### src/rtl/hs_pkg.sv
package hs_pkg;
  typedef enum logic {
    ST_HOLD = 1'b0,
    ST_RUN  = 1'b1
  } seq_state_e;

  function automatic int cnt_w(input int n);
    return (n < 2) ? 1 : $clog2(n);
  endfunction
endpackage

### src/rtl/hs_src_merge.sv
module hs_src_merge (
  input  logic conn_a_i,
  input  logic conn_b_i,
  input  logic por_ni,
  input  logic uvlo_i,
  input  logic fault_i,
  output logic hard_o
);
  logic [4:0] src;

  assign src    = {conn_a_i, conn_b_i, ~por_ni, uvlo_i, fault_i};
  assign hard_o = |src;
endmodule

### src/rtl/hs_qual_timer.sv
module hs_qual_timer #(
  parameter int DIV   = 4,
  parameter int TICKS = 50
) (
  input  logic clk_i,
  input  logic rst_ni,
  input  logic run_i,
  output logic expire_o
);
  localparam int PW = hs_pkg::cnt_w(DIV);
  localparam int CW = hs_pkg::cnt_w(TICKS);
  localparam logic [PW-1:0] PRE_LAST = PW'(DIV - 1);
  localparam logic [CW-1:0] CNT_LAST = CW'(TICKS - 1);

  logic [PW-1:0] pre_q;
  logic [CW-1:0] cnt_q;
  logic          tick;

  // prescaler restarts with each window, so delays are exact in cycles
  assign tick     = run_i && (pre_q == PRE_LAST);
  assign expire_o = tick && (cnt_q == CNT_LAST);

  always_ff @(posedge clk_i or negedge rst_ni) begin
    if (!rst_ni) begin
      pre_q <= '0;
      cnt_q <= '0;
    end else if (!run_i) begin
      pre_q <= '0;
      cnt_q <= '0;
    end else if (tick) begin
      pre_q <= '0;
      if (cnt_q != CNT_LAST) cnt_q <= cnt_q + 1'b1;
    end else begin
      pre_q <= pre_q + 1'b1;
    end
  end
endmodule

### src/rtl/hs_reset_seq.sv
module hs_reset_seq #(
  parameter int TICK_DIV   = 4,
  parameter int REL_TICKS  = 50,
  parameter int FALL_TICKS = 3
) (
  input  logic clk_i,
  input  logic rst_ni,
  input  logic pwr_good_i,
  input  logic conn_a_i,
  input  logic conn_b_i,
  input  logic por_ni,
  input  logic uvlo_i,
  input  logic fault_i,
  output logic sys_rst_no,
  output logic bus_dis_o
);
  import hs_pkg::*;

  seq_state_e state_q, state_d;
  logic       hard;
  logic       rel_run, rel_exp;
  logic       fall_run, fall_exp;

  hs_src_merge u_merge (
    .conn_a_i (conn_a_i),
    .conn_b_i (conn_b_i),
    .por_ni   (por_ni),
    .uvlo_i   (uvlo_i),
    .fault_i  (fault_i),
    .hard_o   (hard)
  );

  assign rel_run  = (state_q == ST_HOLD) && pwr_good_i && !hard;
  assign fall_run = (state_q == ST_RUN) && !pwr_good_i && !hard;

  hs_qual_timer #(.DIV(TICK_DIV), .TICKS(REL_TICKS)) u_rel_tmr (
    .clk_i    (clk_i),
    .rst_ni   (rst_ni),
    .run_i    (rel_run),
    .expire_o (rel_exp)
  );

  hs_qual_timer #(.DIV(TICK_DIV), .TICKS(FALL_TICKS)) u_fall_tmr (
    .clk_i    (clk_i),
    .rst_ni   (rst_ni),
    .run_i    (fall_run),
    .expire_o (fall_exp)
  );

  always_comb begin
    state_d = state_q;
    if (hard)                                state_d = ST_HOLD;
    else if (state_q == ST_HOLD && rel_exp)  state_d = ST_RUN;
    else if (state_q == ST_RUN && fall_exp)  state_d = ST_HOLD;
  end

  always_ff @(posedge clk_i or negedge rst_ni) begin
    if (!rst_ni) state_q <= ST_HOLD;
    else         state_q <= state_d;
  end

  assign sys_rst_no = (state_q == ST_RUN);
  assign bus_dis_o  = (state_q == ST_HOLD);
endmodule

### config.mk
export PLATFORM = sky130hd
export DESIGN_NAME = hs_reset_seq
export DESIGN_NICKNAME = d
export VERILOG_FILES = /design/src/rtl/hs_pkg.sv /design/src/rtl/hs_src_merge.sv /design/src/rtl/hs_qual_timer.sv /design/src/rtl/hs_reset_seq.sv
export SDC_FILE = /design/constraint.sdc
export NUM_CORES = 1
export LEC_CHECK = 0
export BUFFER_PORTS_ARGS = -buffer_cell sky130_fd_sc_hd__clkbuf_2
export CORE_UTILIZATION = 35
export DETAILED_ROUTE_END_ITERATION = 16
export HOLD_SLACK_MARGIN = 0.05
export SYNTH_ARGS = -nofsm -noshare
export SYNTH_HDL_FRONTEND = slang
export SYNTH_SLANG_ARGS = --single-unit
### constraint.sdc
create_clock -name clk_i -period 3.5 [get_ports clk_i]
set_clock_uncertainty 0.15 [all_clocks]
set_input_delay 0.525 -clock clk_i [delete_from_list [all_inputs] [get_ports clk_i]]
set_output_delay 0.525 -clock clk_i [all_outputs]
set_load 0.01 [all_outputs]
After elaboration in Yosys (flattened, before gate mapping)
Index checks and enable logic that the tools add are counted.
{"block": "op_classes", "eq_ne": 10, "add_sub_neg": 4, "mux": 13, "bitwise_logic": 2, "reduce_logical": 16}
{"op": "$mux W6", "count": 3}
{"op": "$mux W2", "count": 7}
{"op": "$logic_and A1 B1 Y1", "count": 10}
{"op": "$ne A2 B2 Y1 const B", "count": 5}
{"op": "$add A2 B1 Y2 const B", "count": 3}
{"op": "$add A6 B1 Y6 const B", "count": 1}
{"op": "$eq A2 B2 Y1 const B", "count": 3}
{"op": "$eq A6 B6 Y1 const B", "count": 1}
{"op": "$ne A6 B6 Y1 const B", "count": 1}
{"op": "$reduce_or A5 Y1", "count": 1}
{"op": "$reduce_and A2 Y1", "count": 2}
{"op": "$mux W1", "count": 3}
{"op": "$reduce_bool A3 Y1", "count": 1}
{"op": "$logic_not A1 Y1", "count": 2}
{"op": "$not A1 Y1", "count": 2}
{"block": "totals", "wordCells": 50, "ff_bits": 13, "inputBits": 8, "out_inout_bits": 2}

Logic depth before layout (Yosys ltp)
Gate-level depths: netlist of run 1.
{"block": "logic_depth", "word_depth": 10, "depth_mapped": 6, "ltp_nobuf": 6}

Modules after synthesis
Synthesis of run 1 repeated with hierarchy kept, for this count alone.
{"block": "unflattened", "hier_cells": 67, "hier_area_um2": 721.9}
{"module": "hs_qual_timer (u_rel_tmr)", "seq_area_each_um2": 200.2, "cells_each": 42, "n_inst": 1, "area_per_inst_um2": 450.4}
{"module": "hs_qual_timer (u_fall_tmr)", "seq_area_each_um2": 100.1, "cells_each": 17, "n_inst": 1, "area_per_inst_um2": 205.2}
{"module": "hs_reset_seq", "seq_area_each_um2": 25.0, "cells_each": 6, "n_inst": 1, "area_per_inst_um2": 52.6}
{"module": "hs_src_merge", "seq_area_each_um2": 0.0, "cells_each": 2, "n_inst": 1, "area_per_inst_um2": 13.8}

Worst setup path after synthesis of run 1
OpenSTA, ideal clock, no wires.
{"block": "synth_path", "kind": "input-to-reg", "start": "input conn_b_i", "end": "register u_rel_tmr.cnt_q[1]", "n_path_buf": 1, "cell_stages": 5, "setup_time_ns": 0.087, "slack_ns": 1.896, "arrival_ns": 1.367, "required_time_ns": 3.263, "path_cell_list": "nor3_1 nand3b_1 or3_1 buf_2 a211oi_2"}
{"block": "synth_via", "elab_chain_len": 6, "word_cells_on_any_way": 8, "classes_between": "2 x eq/ne; 1 x mux; 5 x reduce/logical"}
{"element": "from (decl)", "line_no": "hs_reset_seq.sv:10", "text": "input logic conn_b_i,"}
{"element": "$reduce_or A5 Y1 (*)", "line_no": "hs_src_merge.sv:12", "text": "assign hard_o = |src;"}
{"element": "$logic_not A1 Y1 (*)", "line_no": "hs_reset_seq.sv:33", "text": "assign rel_run = (state_q == ST_HOLD) && pwr_good_i && !hard;"}
{"element": "$logic_and A1 B1 Y1 (*)", "line_no": "hs_reset_seq.sv:33"}
{"element": "$logic_and A1 B1 Y1", "line_no": "hs_qual_timer.sv:20", "text": "assign tick = run_i && (pre_q == PRE_LAST);"}
{"element": "$ne A2 B2 Y1 (no source line)"}
{"element": "$reduce_and A2 Y1 (no source line)"}
{"element": "to (signal assigned)", "line_no": "hs_qual_timer.sv:32", "text": "if (cnt_q != CNT_LAST) cnt_q <= cnt_q + 1'b1;"}
{"element": "to (decl)", "line_no": "hs_qual_timer.sv:16", "text": "logic [CW-1:0] cnt_q;"}
Mark *: on every way between the ends. The rest lies on a longest branch, timed or not.
A chain may end at the register's enable or synchronous reset.

Final worst setup path of run 1
{"block": "layout_path", "start": "register u_rel_tmr.pre_q[0]", "end": "register u_rel_tmr.cnt_q[1]"}
{"block": "layout_via", "elab_chain_len": 4}
{"element": "from (decl)", "line_no": "hs_qual_timer.sv:15", "text": "logic [PW-1:0] pre_q;"}
{"element": "from (signal assigned)", "line_no": "hs_qual_timer.sv:34", "text": "pre_q <= pre_q + 1'b1;"}
{"element": "$eq A2 B2 Y1", "line_no": "hs_qual_timer.sv:20"}
{"element": "$logic_and A1 B1 Y1", "line_no": "hs_qual_timer.sv:20"}
{"element": "$ne A2 B2 Y1 (no source line)"}
{"element": "$reduce_and A2 Y1 (no source line)"}
Every way passes these cells.

==> results of run 1 <==
-- routing by layer --
layer  global-route usage [%]  routed length, um  vias up
li1                         -                  -      243
met5                        0                  0        -
met2                     19.4                457       13
met1                     17.3                539      232
met3                     6.00                 43        4
met4                     12.7                 34        0
-- final timing paths --
| path | depth (start not counted) | slack, ns | endpoint |
|---|---|---|---|
| min | 1 | 0.31 | u_rel_tmr.pre_q[0] |
| min reg2reg | 1 | 0.31 | u_rel_tmr.pre_q[0] |
| min in group asynchronous | 2 | 0.51 | u_rel_tmr.cnt_q[0] |
| max in group asynchronous | 2 | 2.44 | u_fall_tmr.cnt_q[1] |
| max | 5 | 1.91 | u_rel_tmr.cnt_q[1] |
| max reg2reg | 5 | 1.91 | u_rel_tmr.cnt_q[1] |
-- power groups by stage --
| stage | clock network, uW | logic [uW] | registers [uW] |
|---|---|---|---|
| finish | 95.1 | 8.89 | 150 |
| floorplan | 0 | 1.38 | 153 |
| detailed placement | 0 | 8.39 | 153 |
| global route | 103 | 10.1 | 150 |
| CTS | 98.8 | 9.34 | 150 |
| global placement | 0 | 8.29 | 153 |
-- per-stage QoR --
stage | instance area [um2] | hold slack [ns]
CTS | 754 | 0.311
detailed placement | 718 | 0.290
global route | 754 | 0.331
floorplan | 647 | 0.0794
finish | 754 | 0.308
global placement | 718 | 0.282
-- cell type report --
| cell class | count | area (um2) |
|---|---|---|
| fillers | 195 | 972 |
| flip-flops and latches | 13 | 325 |
| multi-input cells | 45 | 290 |
| repair buffers | 10 | 55.1 |
| well taps | 25 | 31.3 |
| clock buffers | 4 | 26.3 |
| inverters | 7 | 26.3 |
-- timing repair --
action,in CTS,in global routing
setup buffers,0,0
hold buffers,1,0
hold endpoints to repair,13,0
-- registers in the layout (all words and copies together), names as in the netlist --
signal and count:
u_rel_tmr.pre_q 2, u_fall_tmr.pre_q 2, sys_rst_no 1, u_rel_tmr.cnt_q 6
u_fall_tmr.cnt_q 2
-- cells by family after synthesis --
logic type,after synthesis,synth area share [%]
flops,13,50.3
buf+inv,8,4.84
simple gates,29,21.7
fa+ha+maj,5,9.67
xor+xnor,5,6.77
compound gates,6,6.77
-- synthesized netlist by cell type, types with 2 or more instances --
master    n  area, um2
dfrtp_1  13        325
nor2_1   13       48.8
inv_1     7       26.3
ha_1      5       62.6
nand2_1   5       18.8
nand4_1   3       18.8
xnor2_1   3       26.3
a21oi_1   2       10.0
nor3_1    2       10.0
or3_1     2       12.5
xor2_1    2       17.5
-- worst register-to-register path, delay by kind of cell (launching register included) --
| kind | cells | cell delay, ns |
|---|---|---|
| simple gates | 1 | 0.10 |
| fa+ha+maj | 1 | 0.27 |
| buf+inv | 1 | 0.09 |
| compound gates | 2 | 0.55 |
| flops | 1 | 0.37 |
==> impl_metrics.toml, run 1 <==
[pwr]
ir_drop_uv = 171
clock_power_share_pct = 37.4
power.total_uw = 254
p_seq_share_pct = 59.1
p_leak_uw = 0.000340
p_int_uw = 199
comb_power_share_pct = 3.5
p_switching_uw = 55.7
powerDensity_nw_per_um2 = 337
p_sw_share_pct = 21.9

[place]
place_hpwl_um = 813
post-place-ws_ns = 1.70
gp_congestion = 0.735
dpl.cell_count = 99
io_buffers = 9

[final_layout]
final_util_pct = 43.7
final_nets = 93
layout_common_cells = "nor2_1, dfrtp_1, clkbuf_2, inv_1"
drive_gt1_share_pct = 17.7
diodes = 0
instances_no_fill = 104
syn2layout_area_growth_pct = 16.6

[worst_hold_path]
hp-class = "flip-flop to flip-flop"
min_from = "u_rel_tmr.pre_q[0]"

[die]
core.rowCount = 15
start_util_pct = 37.5
die_y_um = 45.0
core_um2 = 1730
io_pins = 10
dieWidth_um = 45.0
dieArea_um2 = 2020

[logic_synthesis]
yosysSeqAreaShare_pct = 50.3
avgSynthCellArea_um2 = 9.80
synthCells = 66
synthArstFlopShare_pct = 100
syn_area_um2 = 647
postSynthNetCount = 79
synth.distinct_cells = 20
synth-edff-count = 0
synthFlopType = "dfrtp_1"
yosysWarnings = 0
ys_ff_latch = 13

[sta]
tightest_slew_ns = 0.382
grt_setup_unrepaired = "no"
finalCritPeriodShare_pct = 45.5
postLayoutSetupSlackWorst_ns = 1.91
timing.final.max_slew_violations = 0
period_minus_slack_ns = 1.59
relSlewSlack_pct = 74.2
hold_violations = 0
setup_viol = 0
fin_tns_setup_ns = 0
fmax_mhz = 628

[worst_setup_path]
required_ns = 3.55
start_kind = "flip-flop"
critPathCaptureType = "flip-flop"
path_buf_inv = 1
crit_slowest_cell = "dfrtp_1"
slowest_delay_ns = 0.37
rr_startpoint = "u_rel_tmr.pre_q[0]"
cp.arrival_ns = 1.64
worstSetupPathType = "flip-flop to flip-flop"
path_cells = "ha_1 > inv_1 > a41oi_1 > nor2_1 > a211oi_2"
cp_top_family = "compound AO/OA/AOI/OAI gates"
worstPathMaxFanout = 5
critical_path.startpoint = "u_rel_tmr.pre_q[0]"

[detailed_routing]
drc = 0
vias_per_cell = 4.73
vias = 492
first_iter_violations = 4
drt_pass1_iterations = 4
wl_per_cell_um = 10.3
drtAntennaViolNets = 0
drt-total-wl_um = 1070

[global_route]
grt_use_total_pct = 14.4
grt_overflow = 0
grt_first_pass_wirelength_um = 1930
grt_start_max_net_pins = 14
grt_pass1_vias = 466
antenna_found_initial = 0

[clocking]
cts.sinks = 13
cts_resized = 0
clock_latency_ns = 0.28
clk_path_buf_depth = 2
h-tree-depth = 1
clk_pin_slew_worst_paths_ns = 0.08
cts_tree = "yes"
cts-root-buf = "clkbuf_4"
cts_made_buffers = 3

[status]
outcome = "finished, final reports clean"

[flow_run]
cap_violations = 0
(Power assumes the default switching activity.)
==> run 2: changes to the inputs <==
==> constraint.sdc (replaced) <==
create_clock -name clk_i -period 1.5 [get_ports clk_i]
set_clock_uncertainty 0.15 [all_clocks]
set_input_delay 0.225 -clock clk_i [delete_from_list [all_inputs] [get_ports clk_i]]
set_output_delay 0.225 -clock clk_i [all_outputs]
set_load 0.01 [all_outputs]
==> run 2 against run 1 <==
Non-clock buffer count is 3 higher. Via count decreased by 2.0%. Core utilization rose by 1.9 points. Highest routed layer unchanged.
==> impl_metrics.toml, run 2 (same netlist as run 1, synthesis figures left out) <==
[status]
outcome = "finished, final reports clean"

[die]
dieArea_um2 = 2020
start_util_pct = 37.5
die_y_um = 45.0
core.rowCount = 15
dieWidth_um = 45.0
core_um2 = 1730
io_pins = 10

[detailed_routing]
vias = 482
vias_per_cell = 4.50
wl_per_cell_um = 9.98
first_iter_violations = 2
drtAntennaViolNets = 0
drt-total-wl_um = 1070
drt_pass1_iterations = 4
drc = 0

[sta]
setup_viol = 0
whs_ns = 0.152
period_minus_slack_ns = 1.37
tightest_slew_ns = 0.328
grt_setup_unrepaired = "no"
relSlewSlack_pct = 78.1
timing.final.max_slew_violations = 0
fmax_mhz = 728
postLayoutSetupSlackWorst_ns = 0.126
finalCritPeriodShare_pct = 91.6
hold_violations = 0

[global_route]
grt_first_pass_wirelength_um = 1900
grt_overflow = 0
grt_start_max_net_pins = 14
grt_pass1_vias = 453
grt_use_total_pct = 13.9
antenna_found_initial = 0

[clocking]
cts_tree = "yes"
clk_pin_slew_worst_paths_ns = 0.07
cts_made_buffers = 3
clock_latency_ns = 0.27
cts.sinks = 13
h-tree-depth = 1
clk_path_buf_depth = 2
cts-root-buf = "clkbuf_4"

[pwr]
p_leak_uw = 0.000353
ir_drop_uv = 419
powerDensity_nw_per_um2 = 742

[worst_setup_path]
slowest_delay_ns = 0.37
start_kind = "flip-flop"
worstPathMaxFanout = 5
path_buf_inv = 1
crit_slowest_cell = "dfrtp_1"
required_ns = 1.55
cp.arrival_ns = 1.42
critPathCaptureType = "flip-flop"
worstSetupPathType = "flip-flop to flip-flop"
cp_top_family = "compound AO/OA/AOI/OAI gates"
path_cells = "ha_2 > inv_1 > a41oi_2 > nor2_1 > a211oi_2"

[place]
post-place-ws_ns = -0.0300
place_area_um2 = 741
io_buffers = 9
gp_congestion = 0.712
dpl.cell_count = 102
place_hpwl_um = 843

[flow_run]
cap_violations = 0

[worst_hold_path]
hp-class = "input port to flip-flop"

[final_layout]
final_nets = 96
drive_gt1_share_pct = 23.2
num-fill-cells = 176
largest_reg_flops = 6
design_area_um2 = 787
diodes = 0
syn2layout_area_growth_pct = 21.7
largest-register = "u_rel_tmr.cnt_q"
instances_no_fill = 107
layout_common_cells = "nor2_1, dfrtp_1, clkbuf_2, inv_1, nand2_1"
==> run 2: cell count changes in the layout (fill, tap and decap cells not counted) <==
cell and delta:
ha_2 +1, buf_4 +3, a41oi_2 +1, a41oi_1 -1, ha_1 -1
==> run 2: report_power, final <==
| part | internal, uW | switching (uW) | leakage (uW) |
|---|---|---|---|
| sequential | 350 | 0.186 | 0.000182 |
| clock | 103 | 109 | 0.0000150 |
| combinational | 9.58 | 11.3 | 0.000157 |
==> run 2: path summary, 6_finish.rpt <==
path | from | end | slack [ns] | depth (start not counted)
max | u_rel_tmr.pre_q[0] | u_rel_tmr.cnt_q[1] | 0.13 | 5
max reg2reg | u_rel_tmr.pre_q[0] | u_rel_tmr.cnt_q[1] | 0.13 | 5
min reg2reg | u_fall_tmr.pre_q[0] | u_fall_tmr.pre_q[0] | 0.29 | 1
min | pwr_good_i | u_fall_tmr.pre_q[1] | 0.15 | 3
min in group asynchronous | rst_ni | u_rel_tmr.cnt_q[2] | 0.22 | 2
max in group asynchronous | rst_ni | sys_rst_no | 0.73 | 2
==> run 2: per-layer routing <==
metal | vias up | GRT usage, % | share of wire [%]
met5 | - | 0 | 0
met2 | 10 | 20.0 | 45
li1 | 251 | - | -
met3 | 4 | 3.60 | 2.6
met4 | 0 | 10.9 | 3.7
met1 | 217 | 17.6 | 48
==> run 2: area by class of cell <==
| class | count | area (um2) | area share (%) |
|---|---|---|---|
| sequential | 13 | 325 | 41.3 |
| multi-input combinational | 45 | 300 | 38.2 |
| timing repair buffer | 13 | 77.6 | 9.86 |
| tap | 25 | 31.3 | 3.97 |
| clock buffer | 4 | 26.3 | 3.34 |
| inverter | 7 | 26.3 | 3.34 |
==> run 2: worst register-to-register path: stages (launching register included) <==
cell and delay, ns:
dfrtp_1 0.37, ha_2 0.22, inv_1 0.08, a41oi_2 0.22, nor2_1 0.08, a211oi_2 0.18
==> run 2: what timing repair did <==
item,CTS,global route
hold endpoints to repair,13,0
pin swaps,0,0
buffers inserted,0,0
endpoints found under the setup margin,2,3
resized for setup,1,1
hold buffers,1,0
==> run 2: stage by stage <==
step	total power (uW)	utilization, %	TNS, ns
2_1_floorplan	361	-	0
3_3_place_gp	377	42.9	-0.00962
3_5_place_dp	377	42.9	-0.0495
4_1_cts	596	45.4	0
5_1_grt	618	45.6	0
6_report	584	45.6	0
==> run 3: changes to the inputs <==
--- a/config.mk
+++ b/config.mk
@@ -9,6 +9,7 @@
 export CORE_UTILIZATION = 35
 export DETAILED_ROUTE_END_ITERATION = 16
 export HOLD_SLACK_MARGIN = 0.05
+export MAX_ROUTING_LAYER = met4
 export SYNTH_ARGS = -nofsm -noshare
 export SYNTH_HDL_FRONTEND = slang
 export SYNTH_SLANG_ARGS = --single-unit
==> run 3 against run 2 <==
Sequential share of layout area unchanged. Die area did not move. Worst setup slack hardly changed. Combinational power about the same. Wire length stayed put. Design area unchanged. Sequential power about the same. Largest cell class unchanged. Largest power group unchanged.
==> impl_metrics.toml, run 3 (same netlist as run 1, synthesis figures left out) <==
[die]
core.rowCount = 15
start_util_pct = 37.5
io_pins = 10
dieWidth_um = 45.0
core_um2 = 1730
dieArea_um2 = 2020
die_y_um = 45.0

[flow_run]
cap_violations = 0

[detailed_routing]
drc = 0
vias_per_cell = 4.50
wl_per_cell_um = 9.98
first_iter_violations = 1
vias = 481
drt-total-wl_um = 1070
drtAntennaViolNets = 0
drt_pass1_iterations = 4

[clocking]
cts_tree = "yes"
cts_setup_buffers = 0
h-tree-depth = 1
clk_path_buf_depth = 2
cts-root-buf = "clkbuf_4"
cts.sinks = 13
cts_made_buffers = 3
clock_latency_ns = 0.27
clk_pin_slew_worst_paths_ns = 0.07

[worst_setup_path]
worstSetupPathType = "flip-flop to flip-flop"
worstPathMaxFanout = 5
worstRegToRegCells = 5
start_kind = "flip-flop"
cp.arrival_ns = 1.42
reg2reg_to = "u_rel_tmr.cnt_q[1]"
rr_startpoint = "u_rel_tmr.pre_q[0]"
r2r_slack_ns = 0.13
required_ns = 1.55
critPathCaptureType = "flip-flop"

[sta]
period_minus_slack_ns = 1.37
grt_setup_unrepaired = "no"
fin_tns_setup_ns = 0
fmax_mhz = 728
tightest_slew_ns = 0.328
postLayoutSetupSlackWorst_ns = 0.126
setup_viol = 0
relSlewSlack_pct = 78.1
hold_violations = 0
timing.final.max_slew_violations = 0
finalCritPeriodShare_pct = 91.6
whs_ns = 0.152

[final_layout]
design_area_um2 = 787
largest_reg_flops = 6
final_nets = 96
layout_common_cells = "nor2_1, dfrtp_1, clkbuf_2, inv_1, nand2_1"
syn2layout_area_growth_pct = 21.7
diodes = 0
largest-register = "u_rel_tmr.cnt_q"
drive_gt1_share_pct = 23.2
instances_no_fill = 107

[worst_hold_path]
min_from = "pwr_good_i"
hp-class = "input port to flip-flop"
holdPathStages = 3
whs_endpoint = "u_fall_tmr.pre_q[1]"

[place]
place_area_um2 = 741
io_buffers = 9
post-place-ws_ns = -0.0300
place_hpwl_um = 843
gp_congestion = 0.721
dpl.cell_count = 102

[pwr]
p_leak_uw = 0.000353
powerDensity_nw_per_um2 = 741
ir_drop_uv = 419

[global_route]
grt_overflow = 0
grt_pass1_vias = 452
grt_start_max_net_pins = 14
grt_first_pass_wirelength_um = 1910
grt_use_total_pct = 14.3
antenna_found_initial = 0

[status]
outcome = "finished, final reports clean"
-- run 3: cell counts in the layout (fill, tap and decap cells not counted) --
No cell type changed its count.
-- run 3: worst max-delay path by stage --
stage / start / end / slack, ns
after floorplan: u_rel_tmr.pre_q[0] / u_rel_tmr.cnt_q[1] / 0.08
after global placement: conn_b_i / u_rel_tmr.cnt_q[1] / -0.01
after detailed placement: conn_b_i / u_rel_tmr.cnt_q[1] / -0.03
after CTS: u_rel_tmr.pre_q[0] / u_rel_tmr.cnt_q[1] / 0.07
after global routing: u_rel_tmr.pre_q[0] / u_rel_tmr.cnt_q[5] / 0.02
final: u_rel_tmr.pre_q[0] / u_rel_tmr.cnt_q[1] / 0.13
-- run 3: stage by stage --
stage / power, uW / util, %
2_1_floorplan: 361 / -
3_3_place_gp: 377 / 42.9
3_5_place_dp: 377 / 42.9
4_1_cts: 596 / 45.4
5_1_grt: 618 / 45.6
6_report: 584 / 45.6
-- run 3: final cells by class --
type | instances | area (um2)
clock buffer | 4 | 26.3
fill | 176 | 940
inverter | 7 | 26.3
multi-input combinational | 45 | 300
sequential | 13 | 325
tap | 25 | 31.3
timing repair buffer | 13 | 77.6
-- run 3: power by group --
part           switching [uW]  internal (uW)
clock network             109            103
logic                    11.3           9.58
registers               0.186            350
total                     121            463
-- run 3: worst max-delay path: stages (launching register included) --
cell      delay (ns)
dfrtp_1         0.37
ha_2            0.22
inv_1           0.08
a41oi_2         0.22
nor2_1          0.08
a211oi_2        0.18
-- run 3: per-layer routing --
layer	vias up	share of wire (%)	track usage, %
met5	-	0	-
met4	0	3.6	10.9
met3	4	2.6	3.60
met2	10	46	20.0
met1	216	48	17.6
li1	251	-	-
-- run 3: timing repair --
action / in CTS / in global routing
resized for setup: 1 / 1
cloned: 0 / 0
hold endpoints to repair: 13 / 0
hold buffers: 1 / 0
endpoints found under the setup margin: 2 / 3
